--- config.mk ---
export PLATFORM = sky130hd
export DESIGN_NAME = rsel_prescaler
export DESIGN_NICKNAME = d
export VERILOG_FILES = /design/src/rtl/rsel_pkg.sv /design/src/rtl/rsel_chain.sv /design/src/rtl/rsel_tap.sv /design/src/rtl/rsel_prescaler.sv
export SDC_FILE = /design/constraint.sdc
export NUM_CORES = 1
export LEC_CHECK = 0
export ABC_AREA = 1
export BUFFER_PORTS_ARGS = -buffer_cell sky130_fd_sc_hd__buf_2
export CORE_AREA = 4 4 111 134
export CTS_BUF_LIST = sky130_fd_sc_hd__clkbuf_16
export DETAILED_ROUTE_END_ITERATION = 8
export DIE_AREA = 0 0 115 138
export PLACE_DENSITY = 0.51
export SKIP_LAST_GASP = 1
export SYNTH_ARGS = -nofsm -noshare
export SYNTH_HDL_FRONTEND = slang
export SYNTH_HIERARCHICAL = 1
export SYNTH_SLANG_ARGS = --single-unit
export TNS_END_PERCENT = 50
--- constraint.sdc ---
create_clock -name clk -period 9 [get_ports clk]
set_input_delay 1.8 -clock clk [delete_from_list [all_inputs] [get_ports clk]]
set_output_delay 1.8 -clock clk [all_outputs]
set_load 0.01 [all_outputs]
--- src/rtl/rsel_pkg.sv ---
package rsel_pkg;

  // Number of divider stages for a given oscillator code.
  function automatic int unsigned chain_len(input logic [2:0] osc,
                                            input int unsigned n_hi,
                                            input int unsigned n_mid,
                                            input int unsigned n_lo);
    case (osc)
      3'b000:  return n_hi;
      3'b001:  return n_mid;
      default: return n_lo;
    endcase
  endfunction

  // Codes 11x hold the chain in its cleared state.
  function automatic logic osc_holds(input logic [2:0] osc);
    return osc[2:1] == 2'b11;
  endfunction

  // Log2 of the tap period in oscillator cycles.
  function automatic int unsigned tap_exp(input logic [2:0] osc,
                                          input logic [3:0] rate,
                                          input int unsigned n,
                                          input int unsigned top);
    int unsigned eff;
    eff = 32'(rate);
    if (osc != 3'b000 && osc != 3'b001) begin
      if (rate == 4'd1)      eff = top / 2;
      else if (rate == 4'd2) eff = top / 2 + 1;
    end
    return n + eff - top;
  endfunction

endpackage

--- src/rtl/rsel_chain.sv ---
module rsel_chain #(
  parameter int unsigned STG_HI  = 22,
  parameter int unsigned STG_MID = 20,
  parameter int unsigned STG_LOW = 15,
  parameter int unsigned CW      = 22
) (
  input  logic          clk,
  input  logic          rst_n,
  input  logic [2:0]    osc_sel,
  output logic [CW-1:0] count,
  output logic          hold,
  output logic          tick
);
  import rsel_pkg::*;

  localparam logic [CW-1:0] ONE = CW'(1);

  int unsigned   len;
  logic [CW-1:0] len_mask;
  logic [CW-1:0] len_half;

  assign hold = osc_holds(osc_sel);

  always_comb begin
    len      = chain_len(osc_sel, STG_HI, STG_MID, STG_LOW);
    len_mask = (ONE << len) - ONE;
    len_half = ONE << (len - 1);
  end

  always_ff @(posedge clk) begin
    if (!rst_n || hold) count <= '0;
    else                count <= count + ONE;
  end

  assign tick = !hold && ((count & len_mask) == len_half);

  // a held chain is cleared on the following edge
  a_r4_hold_clears: assert property (@(posedge clk) disable iff (!rst_n)
    hold |=> (count == '0));

  // tick lasts a single cycle while the oscillator code is steady
  a_r3_tick_single: assert property (@(posedge clk) disable iff (!rst_n)
    tick |=> (!tick || !$stable(osc_sel)));

endmodule

--- src/rtl/rsel_tap.sv ---
module rsel_tap #(
  parameter int unsigned STG_HI   = 22,
  parameter int unsigned STG_MID  = 20,
  parameter int unsigned STG_LOW  = 15,
  parameter int unsigned RATE_TOP = 16,
  parameter int unsigned CW       = 22
) (
  input  logic          clk,
  input  logic          rst_n,
  input  logic [CW-1:0] count,
  input  logic          hold,
  input  logic [2:0]    osc_sel,
  input  logic [3:0]    rate_sel,
  input  logic          pie_en,
  input  logic          sqw_en,
  output logic          per_pulse,
  output logic          sqw_out
);
  import rsel_pkg::*;

  localparam logic [CW-1:0] ONE = CW'(1);

  int unsigned   p;
  logic [CW-1:0] tap_mask;
  logic [CW-1:0] tap_half;
  logic          tap_on;
  logic          tap_bit;
  logic          tap_rise;

  always_comb begin
    p        = tap_exp(osc_sel, rate_sel,
                       chain_len(osc_sel, STG_HI, STG_MID, STG_LOW), RATE_TOP);
    tap_mask = (ONE << p) - ONE;
    tap_half = ONE << (p - 1);
    tap_on   = (rate_sel != 4'd0) && !hold;
    tap_bit  = |(count & tap_half);
    tap_rise = (count & tap_mask) == tap_half;
  end

  assign per_pulse = tap_on && pie_en && tap_rise;
  assign sqw_out   = tap_on && sqw_en && tap_bit;

  // rate code zero silences both outputs
  a_r7_rate_off: assert property (@(posedge clk) disable iff (!rst_n)
    (rate_sel == 4'd0) |-> (!per_pulse && !sqw_out));

  // a pulse is never followed by another under steady controls
  a_r8_one_shot: assert property (@(posedge clk) disable iff (!rst_n)
    per_pulse |=> (!per_pulse || !$stable(rate_sel) || !$stable(osc_sel)));

  // with both outputs enabled and steady controls, a pulse marks a square-wave rise
  a_r9_pulse_on_rise: assert property (@(posedge clk) disable iff (!rst_n)
    (per_pulse && sqw_en && $past(sqw_en) && $stable(rate_sel) && $stable(osc_sel))
      |-> $rose(sqw_out));

endmodule

--- src/rtl/rsel_prescaler.sv ---
module rsel_prescaler #(
  parameter int unsigned STG_HI   = 22,
  parameter int unsigned STG_MID  = 20,
  parameter int unsigned STG_LOW  = 15,
  parameter int unsigned RATE_TOP = 16
) (
  input  logic       clk,
  input  logic       rst_n,
  input  logic [2:0] osc_sel,
  input  logic [3:0] rate_sel,
  input  logic       pie_en,
  input  logic       sqw_en,
  output logic       tick_1hz,
  output logic       per_pulse,
  output logic       sqw_out
);
  localparam int unsigned CW_CHAIN = STG_HI;
  localparam int unsigned CW_TAP   = STG_HI + 15 - RATE_TOP;
  localparam int unsigned CW       = (CW_CHAIN > CW_TAP) ? CW_CHAIN : CW_TAP;

  logic [CW-1:0] chain_cnt;
  logic          chain_hold;

  rsel_chain #(
    .STG_HI(STG_HI), .STG_MID(STG_MID), .STG_LOW(STG_LOW), .CW(CW)
  ) u_chain (
    .clk(clk), .rst_n(rst_n), .osc_sel(osc_sel),
    .count(chain_cnt), .hold(chain_hold), .tick(tick_1hz)
  );

  rsel_tap #(
    .STG_HI(STG_HI), .STG_MID(STG_MID), .STG_LOW(STG_LOW),
    .RATE_TOP(RATE_TOP), .CW(CW)
  ) u_tap (
    .clk(clk), .rst_n(rst_n), .count(chain_cnt), .hold(chain_hold),
    .osc_sel(osc_sel), .rate_sel(rate_sel), .pie_en(pie_en), .sqw_en(sqw_en),
    .per_pulse(per_pulse), .sqw_out(sqw_out)
  );

  // nothing leaves the block while the chain is held
  a_r4_hold_quiet: assert property (@(posedge clk) disable iff (!rst_n)
    chain_hold |=> (chain_hold || (!tick_1hz && !per_pulse && !sqw_out)));

endmodule

==> results of run 1 <==
## synth_stat cells (2+ instances only)
cell / count / share of area [%]
inv_1: 74 / 8.4
o21ai_0: 18 / 2.7
xor2_1: 5 / 1.3
nand2_4: 5 / 1.7
inv_2: 11 / 1.2
nor4_1: 3 / 0.57
nor3_4: 2 / 0.98
and2_1: 2 / 0.38
nand3_2: 7 / 2.1
a21oi_2: 3 / 0.79
inv_4: 2 / 0.38
o21ai_1: 4 / 0.60
dfxtp_1: 22 / 13
ha_1: 8 / 3.0
buf_6: 2 / 0.68
nand4_1: 29 / 5.5
nand2_2: 15 / 2.8
nor3_1: 6 / 0.90
nor2_4: 9 / 3.1
nor2_8: 2 / 1.2
nor2_1: 91 / 10
xnor2_1: 4 / 1.1
clkinv_1: 2 / 0.23
nand3b_1: 5 / 1.1
nor2_2: 12 / 2.3
nand3_1: 52 / 7.8
nand2_1: 173 / 20
a21oi_1: 17 / 2.6
## per-layer routing
metal | up-vias | global-route usage, % | share of wire, %
li1 | 1959 | - | -
met1 | 1648 | 16.6 | 44
met2 | 82 | 24.6 | 51
met3 | 19 | 0.481 | 2.9
met4 | 0 | 5.13 | 2.8
met5 | - | 0 | 0
## metrics by stage
step                worst slack (ns)  hold slack (ns)  utilization (%)  power [mW]
floorplan                       2.50            0.462                -       0.250
global placement                1.50            0.530             26.2       0.294
detailed placement              1.59            0.520             26.2       0.290
CTS                             1.58            0.536             27.0       0.420
global route                    1.10            0.564             27.0       0.448
finish                          1.61            0.541             27.0       0.419
## worst paths after layout
path	start	to	depth (start not counted)
min reg2reg	u_chain/count[0]	u_chain/count[0]	1
min	u_chain/count[0]	u_chain/count[0]	1
max reg2reg	u_chain/count[4]	u_chain/count[19]	7
max	osc_sel[2]	per_pulse	28
## final cells by class
| cell class | instances | share of cell area, % |
|---|---|---|
| Clock buffer | 3 | 2.04 |
| Clock inverter | 1 | 0.816 |
| Inverter | 89 | 9.22 |
| Multi-Input combinational cell | 484 | 68.4 |
| Sequential cell | 22 | 12.0 |
| Tap cell | 171 | 5.82 |
| Timing Repair Buffer | 13 | 1.77 |
## power by group
part | internal [mW] | switching, mW | leakage, nW
combinational | 0.0542 | 0.137 | 1.53
clock | 0.0885 | 0.0398 | 0.0511
sequential | 0.0982 | 0.00138 | 0.178
## logic make-up after synthesis
group	after synthesis
xor+xnor	9
fa+ha+maj	9
flops	22
simple gates	416
buf+inv	92
compound gates	50
## worst max-delay path, delay by kind of cell
family	cells	cell delay [ns]
simple gates	16	2.01
buf+inv	6	0.60
fa+ha+maj	3	0.72
compound gates	3	0.44
==> impl_metrics.csv, run 1 <==
group,metric,value,unit
run_status,status,"finished, final reports clean",
synth,syn_nets,618,
global_routing,antenna_found_initial,0,
sta,fin_worst_skew,0.00537,ns
synth,yosys.area_share.simple,61.1,%
cts,tritoncts,"yes",
sta,tightest_slew,0.576,ns
synth,synthCells,598,
synth,synth_xor_area_share,2.37,%
critical_path,crit_arrival,5.59,ns
placement,dp.cells,779,
placement,placed_area,3570,sq um
drt,via_per_inst,4.74,
cts,clk_pin_slew,0.06,ns
placement,io_buffer_count,13,
placement,dp_hpwl,8.76,mm
layout,layout_commonest_cell,"nand2_1",
layout,regMostFlops,"u_chain/count",
critical_path,cp.required,7.20,ns
synth,synth-compound-area-share,8.63,%
critical_path,crit_top_cell,"nand2_1",
synth,yosysWarnings,6,
synth,synth_seq_cells,22,
synth,async_flop_share,0,%
layout,stdcell_count,783,
drt,avgRoutedWirePerCell,13.3,um
power,power_density,114,nW/um^2
die,ios,14,
critical_path,crit_path_max_fanout,7,
placement,gp_congestion,0.889,
sta,relSlewSlack,61.5,%
global_routing,grt_pass1_vias,3579,
layout,drive_gt1_share,14.4,%
die,core_area,13600,sq um
cts,clk_path_buf_depth,2,
global_routing,grt_pass1_wl,17.5,mm
sta,rsz0062_at_grt,"no",
drt,drt_wl_total,10.4,mm
synth,synth_edf_count,0,
global_routing,grt-ovfl-total,0,
synth,yosysSeqAreaShare,13.3,%
die,die-area,15900,sq um
critical_path,worstSetupEndpointType,"primary output",
layout,largest_reg_flops,22,
synth,ys.flop_type,"dfxtp_1",
sta,min_period,7.39,ns
layout,reg.largest.list,"u_chain/count: 22 flops",
synth,yosys-mux-area-fraction,0,%
drt,drtPass1Iterations,6,
critical_path,rrSetupSlack,7.50,ns
layout,layout_common_cells,"nand2_1, nor2_1, inv_1",
die,start_util,24.3,%
synth,syn_area,3320,sq um
cts,cts_resized,0,
layout,post-route-cell-area,3680,sq um
drt,num_vias,3708,
critical_path,max_stage_delay,0.31,ns
sta,clock.fmax,0.135,GHz
layout,nets,633,
die,num_rows,47,
critical_path,timing_worst_setup_path_type,"input port to primary output",
sta,setup_viol,0,
min_path,min_path_type,"flip-flop to flip-flop",
cts,clk_latency,0.27,ns
synth,yosys.area_share.adder,3.62,%
cts,numCtsBuffers,3,
drt,first_iter_violations,302,
layout,register_area,440,sq um
sta,final_max_slew_viol_count,0,
critical_path,slowest_stage,"ha_1",
die,chipHeight,138,um
critical_path,startpoint_type,"input port",
layout,areaGrowthSynthToFinish,10.8,%
cts,cts_setup_buffers,0,
sta,post-route-period-util,82.1,%
sta,hold_violations,0,
layout,multi_input_area,2510,sq um
synth,synth_top_family_by_area,"simple AND/OR/NAND/NOR gates",
run,drv_cap,0,
layout,antenna_cells,0,
sta,setup_tns,0,ns
layout,fillCellCount,1550,
drt,remaining_drc_errors,0,
cts,root_buffer,"clkbuf_16",
drt,ant_nets,0,
cts,htreeDepth,1,
cts,hold_buffers,0,
cts,clkSinkCount,22,
power,leakage,1.75,nW
synth,syn_area_per_cell,5.55,sq um
global_routing,grt_max_degree,17,
global_routing,grt_usage,13.5,%
die,fp.dieW,115,um
synth,ys_types,41,
power,vdd_ir_drop_max,0.000113,V
Note: power is estimated with default switching activity, not from simulation.
==> inputs of run 2 (changes only) <==
Settings changed: ABC_AREA 1 to 0, CORE_AREA 4 4 111 134 to 4 4 108 131, DIE_AREA 0 0 115 138 to 0 0 112 135.
Clock period 9 ns to 7.3 ns, I/O delays scaled along.
==> run 2 against run 1 <==
Combinational power increased by 61%. Utilization increased by 1.1 points. Clock-buffer cell count unchanged. First-iteration DRC count increased by 8.9%. Register-to-register slack got worse by 2.3 ns. Clock skew decreased by 0.0044 ns. Die area decreased by 4.7%. Synthesized cell count decreased by 27%. Area after synthesis decreased by 4.7%. Hold slack got worse by 0.0056 ns. Global-route usage increased by 0.90 points. Final cell count decreased by 20%.
==> impl_metrics.csv, run 2 <==
group,metric,value,unit
run_status,status,"finished, final reports clean",
global_routing,grt_max_degree,28,
layout,regMostFlops,"u_chain/count",
layout,register_area,440,sq um
synth,synth_top_area_share,13.9,%
critical_path,crit_top_cell,"nor2_1",
die,die-area,15100,sq um
critical_path,regToRegEndpoint,"u_chain/count[21]",
synth,syn_area,3170,sq um
layout,multi_input_area,2570,sq um
sta,setup_viol,0,
sta,relSlewSlack,49.2,%
layout,drive_gt1_share,19.1,%
cts,htreeDepth,1,
critical_path,slowest_stage,"or3b_1",
cts,clk_path_buf_depth,2,
sta,hold_violations,0,
critical_path,cp_top_family,"compound AO/OA/AOI/OAI gates",
drt,avgRoutedWirePerCell,18.1,um
run,drv_cap,0,
critical_path,rrSetupSlack,5.19,ns
sta,min_period,7.04,ns
synth,yosysSeqAreaShare,13.9,%
layout,fillCellCount,1421,
critical_path,timing_worst_setup_path_type,"input port to primary output",
sta,clock.fmax,0.142,GHz
die,fp.dieW,112,um
synth,ys_types,88,
layout,nets,477,
cts,clkSinkCount,22,
layout,areaGrowthSynthToFinish,14.9,%
synth,yosysWarnings,6,
synth,yosys-top-cells-area,"dfxtp_1, nand2_1, nor2_1",
drt,ant_nets,0,
sta,tightest_slew,0.760,ns
cts,clk_latency,0.25,ns
drt,drt_wl_total,11.3,mm
drt,remaining_drc_errors,0,
critical_path,cp_num_buf_inv,3,
placement,dp_hpwl,8.62,mm
critical_path,path_cells,"buf_2 > or3b_1 > a21oi_1 > fa_2 > o21ba_2 > nor2_1 > ha_1 > inv_1 > o31a_1 > o211ai_2 > nor2_1 > nand3_1 > ha_1 > a221o_1 > nor4_1 > o31a_1 > xnor2_1 > nor2_1 > o2111ai_1 > nor4_2 > buf_2",
placement,gp_congestion,0.979,
synth,synth_seq_cells,22,
global_routing,antenna_found_initial,0,
synth,async_flop_share,0,%
global_routing,grt_usage,14.4,%
critical_path,crit_arrival,5.58,ns
die,ios,14,
min_path,hold_end,"u_chain/count[20]",
cts,tritoncts,"yes",
power,finalPower,546,uW
cts,numCtsBuffers,3,
min_path,hp-start,"u_chain/count[20]",
power,power_density,150,nW/um^2
critical_path,crit_path_start,"rate_sel[3]",
critical_path,reg2reg_depth,4,
layout,reg.largest.list,"u_chain/count: 22 flops",
layout,largest_reg_flops,22,
min_path,min_path_type,"flip-flop to flip-flop",
layout,antenna_cells,0,
drt,drtPass1Iterations,5,
die,start_util,24.4,%
global_routing,grt_pass1_wl,18.2,mm
synth,synth_edf_count,0,
synth,yosys-top-cells-count,"nand2_1, nor2_1, o21ai_0, dfxtp_1",
layout,post-route-cell-area,3640,sq um
layout,layout_commonest_cell,"nand2_1",
sta,post-route-period-util,96.4,%
synth,synthCells,436,
critical_path,cp.required,5.84,ns
critical_path,rr_startpoint,"u_chain/count[6]",
power,leakage,1.22,nW
sta,final_max_slew_viol_count,0,
min_path,min_path_cells,2,
placement,placed_area,3500,sq um
placement,io_buffer_count,13,
drt,num_vias,3662,
synth,syn_nets,456,
power,vdd_ir_drop_max,0.000102,V
sta,fin_worst_skew,0.000928,ns
critical_path,worstSetupEndpointType,"primary output",
drt,first_iter_violations,329,
critical_path,crit_path_max_fanout,6,
critical_path,max_stage_delay,0.39,ns
die,chipHeight,135,um
die,num_rows,46,
synth,syn_area_per_cell,7.26,sq um
cts,clk_pin_slew,0.06,ns
global_routing,grt-ovfl-total,0,
synth,synth_most_common_cell,"nand2_1",
global_routing,grt_pass1_vias,3514,
synth,ys.flop_type,"dfxtp_1",
die,core_area,12900,sq um
synth,yosys.area.top_type,"dfxtp_1",
cts,root_buffer,"clkbuf_16",
layout,layout_common_cells,"nand2_1, nor2_1, buf_4",
drt,via_per_inst,5.87,
critical_path,startpoint_type,"input port",
[run 2: stage by stage]
step / hold WS, ns / cells / util (%) / worst slack [ns] / setup TNS, ns
floorplan: 0.471 / 436 / - / 0.0685 / 0
global placement: 0.515 / 617 / 27.0 / 0.178 / 0
detailed placement: 0.528 / 617 / 27.0 / 0.169 / 0
CTS: 0.536 / 621 / 27.6 / 0.169 / 0
global route: 0.561 / 624 / 28.1 / -0.00359 / -0.00359
finish: 0.536 / 624 / 28.1 / 0.259 / 0
[run 2: per-layer routing]
| metal | global-route usage (%) | wire (um) | vias up |
|---|---|---|---|
| li1 | - | - | 1727 |
| met1 | 17.9 | 4560 | 1719 |
| met2 | 25.5 | 5510 | 176 |
| met3 | 1.17 | 678 | 40 |
| met4 | 6.28 | 533 | 0 |
| met5 | 0 | 0 | - |
[run 2: worst max-delay path by stage]
stage,to,slack (ns),depth (start not counted)
finish,per_pulse,0.26,21
global route,per_pulse,-0.004,22
CTS,per_pulse,0.17,19
detailed placement,per_pulse,0.17,18
global placement,per_pulse,0.18,18
floorplan,per_pulse,0.07,19
[run 2: kinds of logic after synthesis]
logic type                 share of synthesized area (%)
xor gates and xnor gates                            4.43
and+or+nand+nor                                     33.5
DFF                                                 13.9
AOI/OAI and AO/OA                                   35.5
adders and majority gates                           3.79
muxes                                               2.61
buffers and inverters                               6.20
[run 2: power breakdown]
group | switching [mW] | leakage (nW) | internal (mW)
clock network | 0.0422 | 0.0385 | 0.0730
logic | 0.205 | 1.01 | 0.103
registers | 0.00221 | 0.178 | 0.121
[run 2: worst min-delay path: stages, from the launching register on]
cell,delay [ns]
dfxtp_1,0.34
o21ai_0,0.09
a21oi_1,0.06
[run 2: area by class of cell]
| class | instances | share of cell area (%) |
|---|---|---|
| tap | 168 | 5.78 |
| clock buffer | 3 | 2.06 |
| sequential | 22 | 12.1 |
| timing repair buffer | 40 | 7.36 |
| inverter | 17 | 1.93 |
| clock inverter | 1 | 0.103 |
| multi-input combinational | 373 | 70.7 |
[run 2: timing repair]
item | in CTS | in global routing
hold buffers | 0 | 0
endpoints found under the setup margin | 0 | 1
hold endpoints to repair | 0 | 0
gates resized for setup | 0 | 9
buffers inserted | 0 | 3
==> inputs of run 3 (changes only) <==
Settings changed: ABC_AREA 0 to 1, CORE_AREA 4 4 108 131 to 4 4 111 134, CTS_CLUSTER_DIAMETER set to 100, DIE_AREA 0 0 112 135 to 0 0 115 138, PLACE_DENSITY 0.51 to 0.39.
==> run 3 against run 2 <==
Via count increased by 3.1%. Clock power is 3% higher. Hold slack got worse by 0.0018 ns. Global-route usage up 0.50 points. Sequential power about the same. Critical path type unchanged. Critical path depth increased by 10. Sequential share of layout area is essentially flat.
==> impl_metrics.csv, run 3 (same netlist as run 1, synthesis figures left out) <==
group,metric,value,unit
power,switching_power,220,uW
critical_path,cp_top_family,"simple AND/OR/NAND/NOR gates",
global_routing,busiest_layer,"met2",
sta,hold_violations,0,
global_routing,grt-ovfl-total,0,
sta,clock.fmax,0.147,GHz
sta,tightest_slew,0.595,ns
cts,clk_pin_slew,0.06,ns
critical_path,worstSetupEndpointType,"primary output",
power,vdd_ir_drop_max,0.000149,V
cts,htreeDepth,1,
critical_path,max_stage_delay,0.32,ns
cts,cts_setup_buffers,0,
die,fp.dieW,115,um
layout,reg.largest.list,"u_chain/count: 22 flops",
cts,clk_path_buf_depth,2,
sta,fin_worst_skew,0.00123,ns
sta,min_period,6.82,ns
placement,io_buffer_count,13,
drt,num_vias,3777,
power,p_int,260,uW
critical_path,crit_cells,31,
layout,layout_commonest_cell,"nand2_1",
drt,drt_wl_total,11.5,mm
cts,root_buffer,"clkbuf_16",
min_path,hp-start,"u_chain/count[0]",
power,pwr-share-comb,49.6,%
layout,nets,633,
layout,largest_reg_flops,22,
die,start_util,24.3,%
power,seqPwrFrac,25.6,%
sta,hold_slack,0.534,ns
drt,first_iter_violations,274,
cts,tritoncts,"yes",
placement,gp_congestion,0.859,
global_routing,grt_usage,14.9,%
drt,avgRoutedWirePerCell,14.8,um
drt,via_per_inst,4.83,
cts,clkSinkCount,22,
critical_path,crit_path_start,"osc_sel[2]",
sta,post-route-period-util,93.4,%
die,die-area,15900,sq um
layout,layout_common_cells,"nand2_1, nor2_1, inv_1",
sta,relSlewSlack,60.3,%
layout,multi_input_area,2510,sq um
sta,setup_viol,0,
die,core_area,13600,sq um
sta,rsz0062_at_grt,"no",
placement,dp_hpwl,9.76,mm
critical_path,crit_top_cell,"nand2_1",
drt,ant_nets,0,
power,power_density,132,nW/um^2
drt,drtPass1Iterations,6,
critical_path,rr_startpoint,"u_chain/count[0]",
layout,register_area,440,sq um
layout,areaGrowthSynthToFinish,9.87,%
min_path,min_path_cells,1,
cts,numCtsBuffers,3,
critical_path,crit_path_max_fanout,7,
critical_path,slowest_stage,"ha_1",
power,p_sw_share,45.8,%
global_routing,grt_pass1_vias,3554,
die,ios,14,
layout,antenna_cells,0,
die,num_rows,47,
global_routing,use_met1,18.5,%
critical_path,crit_arrival,5.36,ns
power,clkPwrFrac,24.9,%
cts,cts_resized,0,
run_status,status,"finished, final reports clean",
critical_path,timing_worst_setup_path_type,"input port to primary output",
cts,clk_latency,0.26,ns
cts,hold_buffers,0,
critical_path,cp_num_buf_inv,7,
layout,drive_gt1_share,14.2,%
power,leakage,1.74,nW
die,chipHeight,138,um
layout,regMostFlops,"u_chain/count",
global_routing,grt_use_met2,26.7,%
global_routing,grt_max_degree,17,
drt,remaining_drc_errors,0,
run,drv_cap,0,
sta,setup_tns,0,ns
layout,fillCellCount,1589,
global_routing,antenna_found_initial,0,
critical_path,reg2reg_depth,6,
global_routing,grt_use_met3,0.830,%
sta,final_max_slew_viol_count,0,
critical_path,cp.required,5.84,ns
min_path,min_path_type,"flip-flop to flip-flop",
global_routing,grt_pass1_wl,18.8,mm
critical_path,startpoint_type,"input port",
-- run 3: changes by cell type in the layout (fill, tap and decap cells not counted), moves of 15 or more --
cell / change
nand3_1: +31
nand2_2: +15
nor2_1: +54
nand2_1: +127
buf_4: -27
inv_1: +60
nand4_1: +18
-- run 3: per-layer routing --
metal / routed length [um] / vias to the layer above / part of all wire [%]
li1: - / 1956 / -
met1: 4940 / 1705 / 43
met2: 5900 / 93 / 51
met3: 335 / 23 / 2.9
met4: 359 / 0 / 3.1
met5: 0 / - / 0
-- run 3: layout make-up --
| class | count | area share [%] |
|---|---|---|
| Sequential cell | 22 | 12.1 |
| Tap cell | 171 | 5.86 |
| Multi-Input combinational cell | 484 | 68.9 |
| Clock buffer | 3 | 2.06 |
| Timing Repair Buffer | 13 | 1.78 |
| Inverter | 89 | 9.29 |
-- run 3: worst paths after layout --
| path | end | slack, ns |
|---|---|---|
| max | per_pulse | 0.48 |
| min | u_chain/count[0] | 0.53 |
| max reg2reg | u_chain/count[16] | 5.78 |
| min reg2reg | u_chain/count[0] | 0.53 |
-- run 3: through the flow --
stage / area (sq um) / cells / power (mW) / setup WS (ns) / utilization, %
floorplan: 3320 / 598 / 0.308 / 1.48 / -
global placement: 3570 / 779 / 0.365 / 0.439 / 26.2
detailed placement: 3570 / 779 / 0.363 / 0.504 / 26.2
CTS: 3650 / 782 / 0.485 / 0.503 / 26.7
global route: 3650 / 782 / 0.520 / 0.0896 / 26.7
finish: 3650 / 782 / 0.480 / 0.480 / 26.7
-- run 3: power groups by stage --
stage | registers [mW] | clock network, mW | logic [mW]
6_report | 0.123 | 0.119 | 0.238
5_1_grt | 0.123 | 0.129 | 0.267
2_1_floorplan | 0.125 | 0 | 0.183
3_5_place_dp | 0.126 | 0 | 0.237
3_3_place_gp | 0.126 | 0 | 0.239
4_1_cts | 0.123 | 0.125 | 0.237
